--- config.mk ---
export PLATFORM = sky130hd
export DESIGN_NAME = prbs_bert
export DESIGN_NICKNAME = d
export VERILOG_FILES = /design/src/rtl/prbs_bert_pkg.sv /design/src/rtl/prbs_gen.sv /design/src/rtl/prbs_rx_lfsr.sv /design/src/rtl/prbs_lock_fsm.sv /design/src/rtl/sat_counter.sv /design/src/rtl/prbs_bert.sv
export SDC_FILE = /design/constraint.sdc
export NUM_CORES = 1
export LEC_CHECK = 0
export ABC_AREA = 1
export BUFFER_PORTS_ARGS = -buffer_cell sky130_fd_sc_hd__buf_2
export CAP_MARGIN = 15
export CELL_PAD_IN_SITES_DETAIL_PLACEMENT = 0
export CELL_PAD_IN_SITES_GLOBAL_PLACEMENT = 1
export CORE_UTILIZATION = 44
export DETAILED_ROUTE_END_ITERATION = 6
export GPL_ROUTABILITY_DRIVEN = 0
export GPL_TIMING_DRIVEN = 1
export HOLD_SLACK_MARGIN = 0.06
export PLACE_DENSITY = 0.85
export SLEW_MARGIN = 20
export SYNTH_ARGS = -nofsm -noshare
export SYNTH_HDL_FRONTEND = slang
export SYNTH_SLANG_ARGS = --single-unit
export TNS_END_PERCENT = 5
--- constraint.sdc ---
create_clock -name clk -period 3.7 [get_ports clk]
set_input_delay 0.37 -clock clk [delete_from_list [all_inputs] [get_ports clk]]
set_output_delay 0.37 -clock clk [all_outputs]
set_load 0.01 [all_outputs]
--- src/rtl/prbs_bert_pkg.sv ---
package prbs_bert_pkg;
  typedef enum logic {
    ST_ACQ   = 1'b0,
    ST_TRACK = 1'b1
  } trk_state_e;
endpackage

--- src/rtl/prbs_gen.sv ---
module prbs_gen #(
  parameter int LEN   = 7,
  parameter int TAP_A = 7,
  parameter int TAP_B = 6,
  parameter int unsigned SEED = 1
) (
  input  logic clk,
  input  logic rst,
  input  logic en,
  output logic bit_o,
  output logic valid_o
);
  localparam logic [LEN-1:0] SEED_V = LEN'(SEED);

  logic [LEN-1:0] st_q;
  logic           fb;

  assign fb = st_q[TAP_A-1] ^ st_q[TAP_B-1];

  always_ff @(posedge clk) begin
    if (rst) begin
      st_q    <= SEED_V;
      bit_o   <= 1'b0;
      valid_o <= 1'b0;
    end else begin
      valid_o <= en;
      if (en) begin
        st_q  <= {st_q[LEN-2:0], fb};
        bit_o <= fb;
      end
    end
  end

  // the strobe follows the enable by one edge
  assert_tx_strobe_R2: assert property (@(posedge clk) disable iff (rst)
    en |=> valid_o);
  assert_tx_idle_R2: assert property (@(posedge clk) disable iff (rst)
    !en |=> !valid_o);
  // a nonzero seed never collapses to zero
  assert_tx_nonzero_R2: assert property (@(posedge clk) disable iff (rst)
    st_q != '0);
endmodule

--- src/rtl/prbs_rx_lfsr.sv ---
module prbs_rx_lfsr #(
  parameter int LEN   = 7,
  parameter int TAP_A = 7,
  parameter int TAP_B = 6
) (
  input  logic clk,
  input  logic rst,
  input  logic clr,
  input  logic shift,
  input  logic seed_mode,
  input  logic din,
  output logic pred,
  output logic seed_zero
);
  logic [LEN-1:0] st_q;
  logic [LEN-1:0] seeded;

  assign pred      = st_q[TAP_A-1] ^ st_q[TAP_B-1];
  assign seeded    = {st_q[LEN-2:0], din};
  assign seed_zero = (seeded == '0);

  always_ff @(posedge clk) begin
    if (rst || clr) begin
      st_q <= '0;
    end else if (shift) begin
      st_q <= seed_mode ? seeded : {st_q[LEN-2:0], pred};
    end
  end

  // while free-running the register never holds zero
  assert_track_nonzero_R6: assert property (@(posedge clk) disable iff (rst)
    !seed_mode |-> st_q != '0);
  // no shift request leaves the register untouched
  assert_hold_R5: assert property (@(posedge clk) disable iff (rst)
    (!shift && !clr) |=> $stable(st_q));
endmodule

--- src/rtl/prbs_lock_fsm.sv ---
module prbs_lock_fsm
  import prbs_bert_pkg::*;
#(
  parameter int LEN       = 7,
  parameter int WINDOW    = 64,
  parameter int FAIL_ERRS = 4
) (
  input  logic clk,
  input  logic rst,
  input  logic resync,
  input  logic valid,
  input  logic mismatch,
  input  logic seed_zero,
  output logic locked
);
  localparam int SC_W = (LEN > 1) ? $clog2(LEN) : 1;
  localparam int WC_W = $clog2(WINDOW + 1);
  localparam int EC_W = (FAIL_ERRS > 1) ? $clog2(FAIL_ERRS) : 1;
  localparam logic [SC_W-1:0] SC_LAST = SC_W'(LEN - 1);
  localparam logic [WC_W-1:0] WC_END  = WC_W'(WINDOW);
  localparam logic [EC_W-1:0] EC_LAST = EC_W'(FAIL_ERRS - 1);

  trk_state_e      st_q;
  logic [SC_W-1:0] seed_cnt_q;
  logic [WC_W-1:0] win_cnt_q;
  logic [EC_W-1:0] win_err_q;
  logic            in_window;

  assign in_window = (win_cnt_q != WC_END);
  assign locked    = (st_q == ST_TRACK);

  always_ff @(posedge clk) begin
    if (rst || resync) begin
      st_q       <= ST_ACQ;
      seed_cnt_q <= '0;
      win_cnt_q  <= '0;
      win_err_q  <= '0;
    end else if (valid) begin
      case (st_q)
        ST_ACQ: begin
          if (seed_cnt_q == SC_LAST) begin
            seed_cnt_q <= '0;
            if (!seed_zero) begin
              st_q      <= ST_TRACK;
              win_cnt_q <= '0;
              win_err_q <= '0;
            end
          end else begin
            seed_cnt_q <= seed_cnt_q + 1'b1;
          end
        end
        ST_TRACK: begin
          if (in_window) begin
            win_cnt_q <= win_cnt_q + 1'b1;
            if (mismatch) begin
              if (win_err_q == EC_LAST) begin
                st_q       <= ST_ACQ;
                seed_cnt_q <= '0;
              end else begin
                win_err_q <= win_err_q + 1'b1;
              end
            end
          end
        end
        default: st_q <= ST_ACQ;
      endcase
    end
  end

  // lock is only gained on an accepted bit
  assert_lock_needs_bit_R3: assert property (@(posedge clk) disable iff (rst)
    (!locked && !valid) |=> !locked);
  // once the window has closed, errors cannot drop lock
  assert_no_late_unlock_R7: assert property (@(posedge clk) disable iff (rst)
    (locked && !in_window && !resync) |=> locked);
  // a resync always ends unlocked
  assert_resync_unlock_R8: assert property (@(posedge clk) disable iff (rst)
    resync |=> !locked);
endmodule

--- src/rtl/sat_counter.sv ---
module sat_counter #(
  parameter int W = 32
) (
  input  logic         clk,
  input  logic         rst,
  input  logic         clr,
  input  logic         inc,
  output logic [W-1:0] q
);
  localparam logic [W-1:0] TOP = '1;

  always_ff @(posedge clk) begin
    if (rst || clr) begin
      q <= '0;
    end else if (inc && (q != TOP)) begin
      q <= q + 1'b1;
    end
  end

  // the maximum is held, never wrapped
  assert_sat_hold_R9: assert property (@(posedge clk) disable iff (rst)
    (q == TOP && !clr) |=> q == TOP);
  // a clear empties the counter
  assert_clear_R8: assert property (@(posedge clk) disable iff (rst)
    clr |=> q == '0);
endmodule

--- src/rtl/prbs_bert.sv ---
module prbs_bert #(
  parameter int LEN       = 7,
  parameter int TAP_A     = 7,
  parameter int TAP_B     = 6,
  parameter int unsigned TX_SEED = 1,
  parameter int WINDOW    = 64,
  parameter int FAIL_ERRS = 4,
  parameter int CNT_W     = 32
) (
  input  logic             clk,
  input  logic             rst,
  input  logic             tx_en,
  output logic             tx_bit,
  output logic             tx_valid,
  input  logic             rx_bit,
  input  logic             rx_valid,
  input  logic             resync,
  output logic [CNT_W-1:0] err_count,
  output logic [CNT_W-1:0] bit_count,
  output logic             locked
);
  logic pred;
  logic seed_zero;
  logic mismatch;
  logic cnt_en;

  prbs_gen #(.LEN(LEN), .TAP_A(TAP_A), .TAP_B(TAP_B), .SEED(TX_SEED)) u_gen (
    .clk(clk), .rst(rst), .en(tx_en), .bit_o(tx_bit), .valid_o(tx_valid)
  );

  prbs_rx_lfsr #(.LEN(LEN), .TAP_A(TAP_A), .TAP_B(TAP_B)) u_lfsr (
    .clk(clk), .rst(rst), .clr(resync), .shift(rx_valid),
    .seed_mode(!locked), .din(rx_bit), .pred(pred), .seed_zero(seed_zero)
  );

  assign mismatch = rx_bit ^ pred;
  assign cnt_en   = rx_valid && locked && !resync;

  prbs_lock_fsm #(.LEN(LEN), .WINDOW(WINDOW), .FAIL_ERRS(FAIL_ERRS)) u_fsm (
    .clk(clk), .rst(rst), .resync(resync), .valid(rx_valid),
    .mismatch(mismatch), .seed_zero(seed_zero), .locked(locked)
  );

  sat_counter #(.W(CNT_W)) u_bits (
    .clk(clk), .rst(rst), .clr(resync), .inc(cnt_en), .q(bit_count)
  );

  sat_counter #(.W(CNT_W)) u_errs (
    .clk(clk), .rst(rst), .clr(resync), .inc(cnt_en && mismatch), .q(err_count)
  );

  // counters stay frozen while unlocked
  assert_count_only_locked_R4: assert property (@(posedge clk) disable iff (rst)
    (!locked && !resync) |=> ($stable(err_count) && $stable(bit_count)));
  // errors never outnumber compared bits
  assert_err_le_bits_R4: assert property (@(posedge clk) disable iff (rst)
    err_count <= bit_count);
  // an idle cycle changes nothing visible
  assert_idle_R5: assert property (@(posedge clk) disable iff (rst)
    (!rx_valid && !resync) |=> ($stable(err_count) && $stable(bit_count) && $stable(locked)));
endmodule

# --- Word-level counts from Yosys, hierarchy flattened ---
# Index checks and enable logic that the tools add are counted.
totals:
  reg_bits: 93
  inputBits: 6
  output_inout_bits: 67
  elab_cells: 63
classes:
  n_addsub: 5
  eq_ne: 11
  n_mux: 22
  n_bitwise: 4
  reduce_logical: 11
ops:
  columns: ["cell", "n"]
  rows:
  - ["$add 32x1->32 const B", 2]
  - ["$ne 32x32->1 const B", 2]
  - ["$mux 7", 3]
  - ["$pmux 7 s2", 1]
  - ["$mux 3", 4]
  - ["$mux 2", 5]
  - ["$ne 2x2->1 const B", 5]
  - ["$reduce_and 4->1", 2]
  - ["$add 7x1->7 const B", 1]
  - ["$logic_not 7->1", 1]
  - ["$ne 7x7->1 const B", 1]
  - ["$mux 1", 6]
  - ["$pmux 3 s2", 1]
  - ["$reduce_and 6->1", 1]
  - ["$logic_and 1x1->1", 5]
  - ["$pmux 2 s2", 1]
  - ["$add 3x1->3 const B", 1]
  - ["$eq 3x3->1 const B", 1]
  - ["$xor 1x1->1", 3]
  - ["$add 2x1->2 const B", 1]
  - ["$eq 2x2->1 const B", 1]
  - ["$ne 2x1->1 const B", 1]
  - ["$pmux 1 s2", 1]
  - ["$logic_not 1->1", 1]
  - ["2 further kinds", 2]

# --- Longest topological paths before layout ---
logic_depth:
  depth_word: 5
  depth_mapped: 11
  depth_no_buf: 11

# --- By module ---
# From an unflattened synthesis, not the netlist that was laid out.
hier_totals:
  hier_cells: 888
  hier_area_um2: 5609.1
modules_own_cells:
  columns: ["module", "instances", "cells_per_inst", "area_per_inst_um2", "seq_area_each_um2"]
  rows:
  - ["sat_counter", 2, 328, 2028.2, 640.6]
  - ["prbs_lock_fsm", 1, 143, 898.4, 260.2]
  - ["prbs_gen", 1, 37, 306.5, 180.2]
  - ["prbs_rx_lfsr", 1, 41, 300.3, 140.1]
  - ["prbs_bert", 1, 11, 47.5, 0.0]

# --- Worst setup path after synthesis ---
# Ideal clock, no wire load.
synth_path:
  kind: "register -> register"
  start: "register u_errs.q[0]"
  end: "register u_errs.q[1]"
  setup_time_ns: 0.116
  arrival_ns: 1.651
  t_required_ns: 3.584
  slack_ns: 1.933
  path_stages_with_launch: 12
  path_buffers: 1
  synth_period_minus_slack_ns: 1.767
  cell_sequence: "dfxtp_1 > ha_1 > inv_2 > nor2_4 > nand2_2 > nor2_4 > nand2_2 > nand2_4 > inv_4 > buf_6 > nor2_1 > nor2_1"
synth_via:
  elab_chain_len: 2
  elab_cells_between_ends: 3
  cone_classes: "add/sub (1); eq/ne (1); reduce/logical (1)"
synth_lines:
  columns: ["element", "line", "rtl"]
  rows:
  - ["from (decl)", "sat_counter.sv:8", "output logic [W-1:0] q"]
  - ["from (signal assigned)", "sat_counter.sv:16", "q <= q + 1'b1;"]
  - ["parallel branches: the longest is 2 deep, another holds $add 32x1->32", null, null]
# Several ways; the timed one is not identified.
# A chain may end at the register's enable or synchronous reset.

# --- Final worst setup path ---
layout_path:
  start: "register u_bits.q[0]"
  end: "register u_bits.q[20]"
layout_via:
  elab_chain_len: 2
  elab_cells_between_ends: 3
  cone_classes: "add/sub (1); eq/ne (1); reduce/logical (1)"
layout_lines:
  columns: ["element", "line"]
  rows:
  - ["from (decl)", "sat_counter.sv:8"]
  - ["from (signal assigned)", "sat_counter.sv:16"]
  - ["parallel branches: the longest is 2 deep, another holds $add 32x1->32", null]
# Several ways; the timed one is not identified.

==> flow_summary_export.csv <==
group,metric,value,unit
synthesis,seq_area_frac_synth,33.5,%
final_layout,final_nets,962,
sta,layout_min_cycle_time,2.27,ns
power_and_ir_drop,power_density,323,nW/um^2
power_and_ir_drop,pwr-share-clk,47.1,%
clock_network,post_cts_buffers,0,
clock_network,cts_tree,"yes",
power_and_ir_drop,swShare,22.7,%
synthesis,ys_warn_count,0,
clock_network,cts_resized,0,
synthesis,synth_nets,898,
sta,finClkSkew,0.0102,ns
place,place_ws,1.42,ns
power_and_ir_drop,peakVddDrop,0.197,mV
drt,dr_total_vias,5359,
grt,grt_max_degree,45,
synthesis,ys_async_sr_fraction,0,%
synthesis,yosys_most_used_dff,"dfxtp_1",
sta,setup_ws,1.43,ns
synthesis,synth_edf_count,0,
drt,wl_per_cell,12.7,um
grt,use_met2,37.1,%
synthesis,ys_ff_latch,93,
sta,fmax,0.440,GHz
clock_network,root_buffer,"clkbuf_16",
floorplan,dieArea,13100,um^2
clock_network,ctsHoldBuffers,0,
synthesis,syn-cell-area,5560,um^2
flow_run,cap_violations,0,
grt,grt_pass1_vias,4781,
clock_network,clockBufferDepth,2,
final_layout,syn_to_final_growth,13.2,%
floorplan,start_util,45.7,%
worst_setup_path,critPathArrivalTime,2.46,ns
floorplan,num_io_pins,73,
drt,first_iter_violations,330,
synthesis,synth_cell_type_count,31,
sta,drv_slew,0,
sta,period_share,61.4,%
status,status,"complete, no violations",
drt,postRouteAntennaNets,0,
sta,rsz0062_at_grt,"no",
clock_network,clk_latency,0.35,ns
clock_network,cts_inserted_buffers,9,
power_and_ir_drop,p_int,1.57,mW
power_and_ir_drop,pwr-share-seq,50.1,%
final_layout,n_antenna_cell,0,
grt,grt_busiest_layer,"met2",
drt,wirelength,14200,um
worst_setup_path,critical_path.startpoint_type,"flop",
worst_setup_path,cp.required,3.89,ns
sta,relSlewSlack,36.9,%
drt,route.detailed.drc,0,
grt,met3_usage,5.19,%
sta,tightestPinTransition,0.947,ns
place,hpwl,10400,um
clock_network,htree_num_levels,3,
clock_network,clkTransAtPathRegs,0.07,ns
worst_setup_path,cp-end-kind,"flop",
power_and_ir_drop,p_leak,2.41,nW
floorplan,die-height,114,um
drt,drtPass1Iterations,4,
power_and_ir_drop,netSwitchingPower,0.461,mW
grt,met1_usage,30.8,%
grt,antenna_found_initial,0,
final_layout,drive_above_1_share,14.3,%
power_and_ir_drop,pwr-share-comb,2.9,%
drt,via_per_inst,4.77,
grt,grt_pass1_wl,23400,um
sta,finalSetupViolations,0,
place,port_buffers,72,
clock_network,cts_sinks,93,
min_path,worst_hold_path_type,"input pin to flop",
grt,grt.total_usage,22.8,%
floorplan,rows,40,
grt,grt_overflow,0,
synthesis,syn_inst,887,
worst_setup_path,criticalPathCategory,"flop to flop",
worst_setup_path,cp_max_fo,30,
floorplan,design.core.area,12200,um^2
sta,final.setup.tns,0,ns
sta,finalHoldViolations,0,
floorplan,chipWidth,114,um
synthesis,syn_avg_cell_area,6.26,um^2
==> through the flow <==
stage	power (mW)	utilization [%]	hold WS [ns]	instances	instance area, um^2
detailed placement	1.10	49.2	0.464	1108	5990
floorplan	1.08	-	0.435	887	5560
global route	2.11	51.7	0.275	1124	6290
global placement	1.10	49.2	0.452	1108	5990
finish	2.03	51.7	0.278	1124	6290
CTS	2.05	51.7	0.273	1124	6290
==> state kept, by name, indices dropped and copies added (netlist names) <==
signal,count
u_bits.q,32
u_errs.q,32
u_fsm.win_cnt_q,7
u_gen.st_q,7
u_lfsr.st_q,7
u_fsm.seed_cnt_q,3
u_fsm.win_err_q,2
u_fsm.locked,1
u_gen.bit_o,1
u_gen.valid_o,1
==> cell families after synthesis <==
kind of cell,share of synthesized area (%)
flops,33.5
xor+xnor,5.67
fa+ha+maj,1.13
simple gates,42.2
buf+inv,8.11
compound gates,9.43
==> critical path, cell delays in order, from the launching register on <==
cell     delay (ns)
dfxtp_1        0.40
ha_1           0.22
nand2_2        0.08
nor2_4         0.20
nand2_4        0.09
nor2_4         0.15
nand2_4        0.09
nand2_4        0.33
inv_2          0.33
nand2_1        0.17
a21oi_2        0.06
==> layout make-up <==
type                            count  area, um^2
Fill cell                        1335        5870
Multi-Input combinational cell    695        3240
Sequential cell                    93        1860
Timing Repair Buffer               74         375
Inverter                           78         295
Clock buffer                       10         239
Tap cell                          168         210
Clock inverter                      6        61.3
==> cell usage after synthesis, types with 5 or more instances <==
cell type | instances | area [um^2]
dfxtp_1 | 93 | 1860
xor2_1 | 26 | 228
nor2_1 | 150 | 563
nor2_4 | 6 | 67.6
a21oi_1 | 63 | 315
buf_6 | 5 | 56.3
a21oi_2 | 10 | 87.6
nor3_1 | 5 | 25.0
inv_1 | 72 | 270
nand4_1 | 17 | 106
o21ai_0 | 20 | 100
nand2_2 | 14 | 87.6
xnor2_1 | 10 | 87.6
nor2_2 | 7 | 43.8
clkbuf_1 | 9 | 33.8
nand2_1 | 312 | 1170
ha_1 | 5 | 62.6
nand3_1 | 41 | 205
==> layer usage <==
layer	wire (um)	share of wire, %
met5	0	0
met4	147	1.0
met3	402	2.8
met2	6520	46
met1	7150	50
==> path summary, 6_finish.rpt <==
kind / depth (start not counted) / from / to / slack, ns
setup reg to reg: 10 / u_bits.q[0] / u_bits.q[20] / 1.43
hold / removal: 2 / tx_en / u_gen.st_q[6] / 0.28
setup / recovery: 10 / u_bits.q[0] / u_bits.q[20] / 1.43
hold reg to reg: 2 / u_lfsr.st_q[3] / u_lfsr.st_q[4] / 0.47
==> placed cells by master, fill, tap and decap left out, types with 2 or more instances in the layout <==
master	count
o21ai_0	20
nor2_2	7
xnor2_1	10
xor2_1	26
clkbuf_16	9
dfxtp_1	93
nand2_4	4
inv_1	72
a21oi_2	10
nor2_4	6
inv_2	4
nor3_1	5
a21oi_1	63
buf_2	72
nand3_1	41
nand2_2	14
ha_1	5
nand2_1	312
buf_4	2
nand4_1	17
nor2_1	150
clkinv_2	3
==> power groups by stage <==
stage	registers, mW	logic, mW	clock network (mW)
after floorplan	1.04	0.0409	0
after global placement	1.04	0.0592	0
after global routing	1.02	0.0669	1.03
after CTS	1.02	0.0596	0.977
after detailed placement	1.04	0.0593	0
final	1.02	0.0582	0.955
Power figures use the tool's default switching activity.
